`config.mk`:
```
export PLATFORM = sky130hd
export DESIGN_NAME = pageEccGen
export DESIGN_NICKNAME = d
export VERILOG_FILES = /design/src/rtl/eccPkg.sv /design/src/rtl/eccCtrl.sv /design/src/rtl/eccDatapath.sv /design/src/rtl/pageEccGen.sv
export SDC_FILE = /design/constraint.sdc
export NUM_CORES = 1
export LEC_CHECK = 0
export BUFFER_PORTS_ARGS = -buffer_cell sky130_fd_sc_hd__buf_2
export CAP_MARGIN = 20
export CORE_MARGIN = 2
export CORE_UTILIZATION = 56
export DETAILED_ROUTE_END_ITERATION = 16
export HOLD_SLACK_MARGIN = 0.15
export PLACE_DENSITY = 0.83
export RECOVER_POWER = 25
export SLEW_MARGIN = 20
export SYNTH_ARGS = -nofsm -noshare
export SYNTH_HDL_FRONTEND = slang
export SYNTH_SLANG_ARGS = --single-unit
```
`constraint.sdc`:
```
create_clock -name clk -period 3.45 [get_ports clk]
set_input_delay 0.1725 -clock clk [delete_from_list [all_inputs] [get_ports clk]]
set_output_delay 0.1725 -clock clk [all_outputs]
set_load 0.01 [all_outputs]
```
`src/rtl/eccPkg.sv`:
```
package eccPkg;
  // strobes from the control to the parity datapath
  typedef struct packed {
    logic clearAcc;  // wipe all parity registers
    logic foldByte;  // XOR the present byte into the parities
  } eccStrobeT;
endpackage

```
`src/rtl/eccCtrl.sv`:
```
module eccCtrl
  import eccPkg::*;
#(
  parameter int MAX_BYTES = 512,
  parameter int ROW_BITS  = 9
) (
  input  logic                clk,
  input  logic                rstN,
  input  logic                nandMode,
  input  logic                startWr,
  input  logic                resultRd,
  input  logic                byteValid,
  output eccStrobeT           strobe,
  output logic [ROW_BITS-1:0] byteIdx,
  output logic                active
);
  localparam int CNT_W = ROW_BITS + 1;
  localparam logic [CNT_W-1:0] CNT_LIMIT = CNT_W'(MAX_BYTES);

  logic [CNT_W-1:0] byteCount;

  // start wins over any strobe or read in the same cycle
  always_comb begin
    strobe.clearAcc = startWr;
    strobe.foldByte = active && nandMode && byteValid && !startWr;
  end

  always_ff @(posedge clk) begin
    if (!rstN) begin
      active <= 1'b0;
    end else if (startWr) begin
      active <= 1'b1;
    end else if (resultRd) begin
      active <= 1'b0;
    end
  end

  // byte position within the block; holds at the limit
  always_ff @(posedge clk) begin
    if (!rstN) begin
      byteCount <= '0;
    end else if (strobe.clearAcc) begin
      byteCount <= '0;
    end else if (strobe.foldByte && byteCount != CNT_LIMIT) begin
      byteCount <= byteCount + 1'b1;
    end
  end

  assign byteIdx = byteCount[ROW_BITS-1:0];
endmodule

```
`src/rtl/eccDatapath.sv`:
```
module eccDatapath
  import eccPkg::*;
#(
  parameter int DATA_W   = 8,
  parameter int COL_BITS = 3,
  parameter int ROW_BITS = 9,
  parameter int ECC_W    = 2 * (COL_BITS + ROW_BITS)
) (
  input  logic                clk,
  input  logic                rstN,
  input  eccStrobeT           strobe,
  input  logic [DATA_W-1:0]   byteData,
  input  logic [ROW_BITS-1:0] byteIdx,
  output logic [ECC_W-1:0]    eccResult
);
  logic [COL_BITS-1:0] colEven, colOdd, colEvenIn, colOddIn;
  logic [ROW_BITS-1:0] rowEven, rowOdd;
  logic                bytePar;

  assign bytePar = ^byteData;

  // column contributions of one byte: split bits by one index bit
  always_comb begin
    colEvenIn = '0;
    colOddIn  = '0;
    for (int j = 0; j < COL_BITS; j++) begin
      for (int b = 0; b < DATA_W; b++) begin
        if (((b >> j) & 1) == 1) colOddIn[j]  = colOddIn[j]  ^ byteData[b];
        else                     colEvenIn[j] = colEvenIn[j] ^ byteData[b];
      end
    end
  end

  always_ff @(posedge clk) begin
    if (!rstN || strobe.clearAcc) begin
      colEven <= '0;
      colOdd  <= '0;
    end else if (strobe.foldByte) begin
      colEven <= colEven ^ colEvenIn;
      colOdd  <= colOdd ^ colOddIn;
    end
  end

  // one even/odd register pair per byte index bit
  for (genvar k = 0; k < ROW_BITS; k++) begin : gRow
    always_ff @(posedge clk) begin
      if (!rstN || strobe.clearAcc) begin
        rowEven[k] <= 1'b0;
        rowOdd[k]  <= 1'b0;
      end else if (strobe.foldByte) begin
        if (byteIdx[k]) rowOdd[k]  <= rowOdd[k] ^ bytePar;
        else            rowEven[k] <= rowEven[k] ^ bytePar;
      end
    end
  end

  assign eccResult = {rowOdd, colOdd, rowEven, colEven};
endmodule

```
`src/rtl/pageEccGen.sv`:
```
module pageEccGen
  import eccPkg::*;
#(
  parameter int DATA_W    = 8,
  parameter int MAX_BYTES = 512,
  parameter int COL_BITS  = $clog2(DATA_W),
  parameter int ROW_BITS  = $clog2(MAX_BYTES),
  parameter int ECC_W     = 2 * (COL_BITS + ROW_BITS)
) (
  input  logic              clk,
  input  logic              rstN,
  input  logic              nandMode,
  input  logic              startWr,
  input  logic              resultRd,
  input  logic              byteValid,
  input  logic [DATA_W-1:0] byteData,
  output logic              busy,
  output logic [ECC_W-1:0]  eccResult
);
  eccStrobeT           strobe;
  logic [ROW_BITS-1:0] byteIdx;

  eccCtrl #(.MAX_BYTES(MAX_BYTES), .ROW_BITS(ROW_BITS)) uCtrl (
    .clk(clk), .rstN(rstN), .nandMode(nandMode), .startWr(startWr),
    .resultRd(resultRd), .byteValid(byteValid), .strobe(strobe),
    .byteIdx(byteIdx), .active(busy)
  );

  eccDatapath #(.DATA_W(DATA_W), .COL_BITS(COL_BITS), .ROW_BITS(ROW_BITS),
                .ECC_W(ECC_W)) uData (
    .clk(clk), .rstN(rstN), .strobe(strobe), .byteData(byteData),
    .byteIdx(byteIdx), .eccResult(eccResult)
  );
endmodule

```
After elaboration in Yosys (flattened, before gate mapping)
Index checks and enable logic that the tools add are counted.
Storage, ports and cells
  register bits: 35
  output and inout port bits: 25
  logic and storage cells: 101
  input port bits: 14
Operators by class
  add/sub/neg operators: 1
  mux-type cells: 2
  eq/ne operators: 1
  bitwise operators: 47
  reduce and logical (&&, ||, !) cells: 28
Operators with widths (count)
  2-bit AND reduction: 18
  1-bit XOR: 35
  10-bit by 1-bit adder with 10-bit output (second input constant): 1
  10-bit != test (second input constant): 1
  1-bit NOT: 10
  8-bit parity: 1
  3-bit XOR: 2
  1-bit logical AND: 4
  1-bit zero test: 2
  1-bit two-way mux: 2
  2-bit nonzero test: 1
  2-bit OR reduction: 1
  1-bit logical OR: 1

Longest topological paths before layout
  depth after elaboration: 4
  depth in mapped cells: 7

Cells and area by module
Synthesis repeated with hierarchy kept, for this count alone.
Unflattened totals
  cells, all modules: 217
  area total of the unflattened synthesis: 1925.6 um^2
By module, submodules not included
  eccDatapath: instances 1, area an instance 1183.6 um^2, seq. area each 480.5 um^2, cells each 131
  eccCtrl: instances 1, area an instance 742.0 um^2, seq. area each 220.2 um^2, cells each 86

Worst setup path before layout
OpenSTA, ideal clock, no wires.
  kind: reg-to-reg
  start point: register uCtrl.byteCount[0]
  end point: register uCtrl.byteCount[5]
  arrival time: 1.690 ns
  cell stages (with the launch flop): 8
  clock period less this slack: 1.818 ns
  required time: 3.322 ns
  path buffers: 0
  library setup time: 0.128 ns
  setup slack: 1.632 ns
  cell sequence: dfxtp_1 inv_1 ha_1 nor4b_1 a41oi_1 nand4_1 xor2_1 nor2_1
Between the ends
  cells in the longest elaborated chain, start to end: 2
  elaborated cells on any way between the ends: 3
  those cells by class: add/sub (1); eq/ne (1); reduce/logical (1)
RTL lines
  start, declared: line eccCtrl.sv:20  | logic [CNT_W-1:0] byteCount;
  start signal, assigned: line eccCtrl.sv:45  | byteCount <= byteCount + 1'b1;
  branches (longest 2 deep; another with 10-bit by 1-bit adder with 10-bit output)
Several ways; the timed one is not identified.
A chain may end at the register's enable or synchronous reset.

Worst setup path in the final report
  start point: register uCtrl.byteCount[0]
  end point: register uCtrl.byteCount[4]
Same word-level chain as after synthesis.

==> parameters.txt <==
Parameter                              Value

Run status
  Result of the run ... finished, final reports clean

Clock network
  Clock tree from TritonCTS ... done
  Number of sinks handled by clock tree synthesis ... 35
  Clk pin slew, worst setup/hold paths ... 90 ps
  CTS buffer count ... 5
  Clock Tree Root ... sky130_fd_sc_hd__clkbuf_4
  CTS max path bufs ... 2
  # H-tree levels ... 2
  Clock latency at the later pin of the worst-skew pair ... 340 ps

Yosys
  Xor-xnor portion of the synthesized cell area ... 0.129
  Simple-gate share of the synthesized area ... 0.218
  Number of enable-type register cells in the synthesized netlist ... 0
  Warnings from Yosys ... 0
  Synthesized netlist cell count ... 191
  Adder and majority gate portion of the synthesized area ... 0.0153
  Synth Area in Compound Gates ... 0.174
  Post-synth ARST share ... 0
  Distinct cell type count of the synthesized netlist ... 26
  Primary flip-flop cell chosen by synthesis mapping ... sky130_fd_sc_hd__dfxtp_1
  Portion of netlist area occupied by mux cells ... 0
  Main combinational cell family by area after synthesis ... simple AND/OR/NAND/NOR gates
  Total nets after synthesis ... 207
  Post-synthesis register bit count ... 35
  Area of the mapped netlist ... 1630 um^2
  Sequential-to-total area share from yosys stat ... 0.429
  Average instance area after synthesis ... 8.55 um^2

Floorplan
  Die extent in y ... 58.0 um
  Width of the die ... 58.0 um
  Number of rows in the core area ... 19
  Starting Density ... 0.592
  Core ar. ... 2760 um^2
  Number of top-level design ports ... 39
  DIE AREA ... 3360 um^2

STA
  Number of slew-limit violations in the final report ... 0
  Final-report setup violation count ... 0
  Period utilization ... 0.637
  Worst setup skew after layout ... 5.76 ps
  Total negative slack for setup checks ... 0 ps
  Headroom to the max-slew limit ... 0.487
  Achievable clock frequency ... 455 MHz
  Setup repair after global routing missed its margin ... false
  Measured slew at the worst slew-check pin ... 759 ps
  Hold Violations, Final ... 0
  Minimum clock period after layout ... 2200 ps

Worst setup path
  Critical Path Sink Type ... flip-flop
  Reg2reg end ... uCtrl.byteCount[4]$_SDFFE_PP0P_
  Startpoint Class ... flip-flop
  Worst R2R Start ... uCtrl.byteCount[0]$_SDFFE_PP0P_
  Critical path type ... flip-flop to flip-flop
  Critical path peak fanout ... 9
  Cells on worst reg2reg path ... 7
  Worst path arrival time ... 2410 ps
  Register-to-register setup slack ... 1250 ps
  CP required ... 3660 ps

Finish
  Final instance area ... 1910 um^2
  Total inserted antenna cells ... 0
  Synthesis-to-finish area growth ... 17.1%
  Final nets ... 242
  Number of fillers in the final layout ... 226
  Utilization after layout ... 0.693
  Share of final-layout standard cells stronger than drive strength 1 ... 0.145

Worst hold path
  Worst-case hold path end point ... uData.colOdd[0]$_SDFFE_PP0P_
  Worst min path class ... input pin to flip-flop
  Min-Delay Path Depth ... 5
  Hold path start ... byteData[5]

Global route
  Number of global-route vias before repair ... 1318
  Pin count of the biggest net entering global routing ... 37
  Antenna violations before repair ... 0
  Global-route wire length before repair ... 5800 um
  Global Route Usage Sum ... 0.227
  Overflow after GRT ... 0

Power
  Worst IR drop on VDD ... 0.354 mV
  Leakage ... 0.000647 uW
  Cell area power density ... 405 nW/um^2

Detailed routing
  Vias per cell ... 5.86
  DR DRC count ... 0
  Number of antenna-violating nets in the routed design ... 0
  Routed length per placed instance ... 13.9 um
  1st-pass router iterations ... 5
  Final Routed Wirelength ... 3590 um
  Number of DRC markers in iteration 0 ... 40
  Vias post-DR ... 1512

Place
  Post-DP HPWL ... 2470 um
  PortBufs ... 38
  Routability-driven placement congestion ratio ... 0.795
  Dpl cell area ... 1830 um^2

Run
  Number of max-capacitance violations reported ... 0
-- worst max path at each step --
| stage | start | to | cells after the start | slack (ps) |
|---|---|---|---|---|
| floorplan | uCtrl.byteCount[0]$_SDFFE_PP0P_ | uCtrl.byteCount[5]$_SDFFE_PP0P_ | 7 | 1630 |
| global placement | uCtrl.byteCount[0]$_SDFFE_PP0P_ | uCtrl.byteCount[4]$_SDFFE_PP0P_ | 7 | 1370 |
| global route | uCtrl.byteCount[0]$_SDFFE_PP0P_ | uCtrl.byteCount[4]$_SDFFE_PP0P_ | 7 | 1130 |
| finish | uCtrl.byteCount[0]$_SDFFE_PP0P_ | uCtrl.byteCount[4]$_SDFFE_PP0P_ | 7 | 1250 |
| CTS | uCtrl.byteCount[0]$_SDFFE_PP0P_ | uCtrl.byteCount[4]$_SDFFE_PP0P_ | 7 | 1280 |
| detailed placement | uCtrl.byteCount[0]$_SDFFE_PP0P_ | uCtrl.byteCount[4]$_SDFFE_PP0P_ | 7 | 1300 |
-- metrics by stage --
| step | hold WS [ps] | worst slack [ps] | std cells | total power (uW) |
|---|---|---|---|---|
| after floorplan | 290 | 1630 | 191 | 495 |
| after global placement | 387 | 1370 | 248 | 516 |
| after detailed placement | 407 | 1300 | 248 | 522 |
| after CTS | 419 | 1280 | 258 | 767 |
| after global routing | 449 | 1130 | 258 | 805 |
| final | 430 | 1250 | 258 | 774 |
-- placed cells by master (no fill, tap or decap), types with 4 or more instances in the layout --
cell type	instances
sky130_fd_sc_hd__xnor2_1	15
sky130_fd_sc_hd__a21oi_1	25
sky130_fd_sc_hd__dfxtp_1	35
sky130_fd_sc_hd__clkbuf_4	5
sky130_fd_sc_hd__or4_1	9
sky130_fd_sc_hd__nand2_1	11
sky130_fd_sc_hd__o21ai_0	15
sky130_fd_sc_hd__nor2_1	13
sky130_fd_sc_hd__xor2_1	8
sky130_fd_sc_hd__buf_2	23
sky130_fd_sc_hd__nand3_1	4
sky130_fd_sc_hd__o31ai_1	9
sky130_fd_sc_hd__clkbuf_1	16
sky130_fd_sc_hd__or3_1	15
-- per-layer routing --
layer	wire length [um]	track usage	vias up
li1	-	-	756
met3	218	0.0737	7
met2	1830	0.385	42
met5	0	0	-
met1	1490	0.267	707
met4	55	0.0864	0
-- report_power, final --
part | total [uW] | internal (uW) | leakage [uW] | switching (uW)
registers | 408 | 406 | 0.000282 | 2.03
clock network | 249 | 120 | 0.0000386 | 129
logic | 117 | 39.6 | 0.000327 | 77.4
-- worst max-delay path: stages (launching register included) --
cell and delay, ps:
sky130_fd_sc_hd__dfxtp_1 540, sky130_fd_sc_hd__inv_1 110, sky130_fd_sc_hd__ha_1 210, sky130_fd_sc_hd__nor4b_1 140, sky130_fd_sc_hd__a41oi_1 660, sky130_fd_sc_hd__nand4_1 200, sky130_fd_sc_hd__xor2_1 170, sky130_fd_sc_hd__nor2_1 50
-- flip-flops by register name (all words and copies together) (netlist names) --
name and count:
uData.colEven 3, uData.colOdd 3, uData.eccResult 18, uCtrl.byteCount 10, uCtrl.active 1
-- synth_stat cells, types with 2 or more instances --
| cell | count | area share |
|---|---|---|
| sky130_fd_sc_hd__a21oi_1 | 25 | 0.077 |
| sky130_fd_sc_hd__buf_1 | 2 | 0.0046 |
| sky130_fd_sc_hd__nand2_1 | 11 | 0.025 |
| sky130_fd_sc_hd__xnor2_1 | 16 | 0.086 |
| sky130_fd_sc_hd__or3_1 | 15 | 0.057 |
| sky130_fd_sc_hd__ha_1 | 2 | 0.015 |
| sky130_fd_sc_hd__or4_1 | 9 | 0.041 |
| sky130_fd_sc_hd__nand3_1 | 4 | 0.012 |
| sky130_fd_sc_hd__nand4_1 | 2 | 0.0077 |
| sky130_fd_sc_hd__o31ai_1 | 9 | 0.041 |
| sky130_fd_sc_hd__o21ai_0 | 15 | 0.046 |
| sky130_fd_sc_hd__dfxtp_1 | 35 | 0.43 |
| sky130_fd_sc_hd__and3_1 | 3 | 0.011 |
| sky130_fd_sc_hd__clkbuf_1 | 11 | 0.025 |
| sky130_fd_sc_hd__nor2_1 | 13 | 0.030 |
| sky130_fd_sc_hd__xor2_1 | 8 | 0.043 |
| sky130_fd_sc_hd__inv_1 | 2 | 0.0046 |
-- cell families after synthesis --
logic type,after synthesis
simple gates,64
compound gates,51
flops,35
xor+xnor,24
buf+inv,15
fa+ha+maj,2
-- layout make-up --
type                            count  area [um^2]  area share
Timing Repair Buffer               41          199       0.104
Sequential cell                    35          701       0.366
Tap cell                           31         38.8      0.0203
Inverter                            2         7.51     0.00393
Clock buffer                        8         68.8      0.0360
Multi-Input combinational cell    141          897       0.469
-- what timing repair did --
item                      4_1_cts  5_1_grt
resized for setup               0        0
setup buffers                   0        0
hold endpoints to repair        1        0
hold buffers                    2        0
Power figures use the tool's default switching activity.
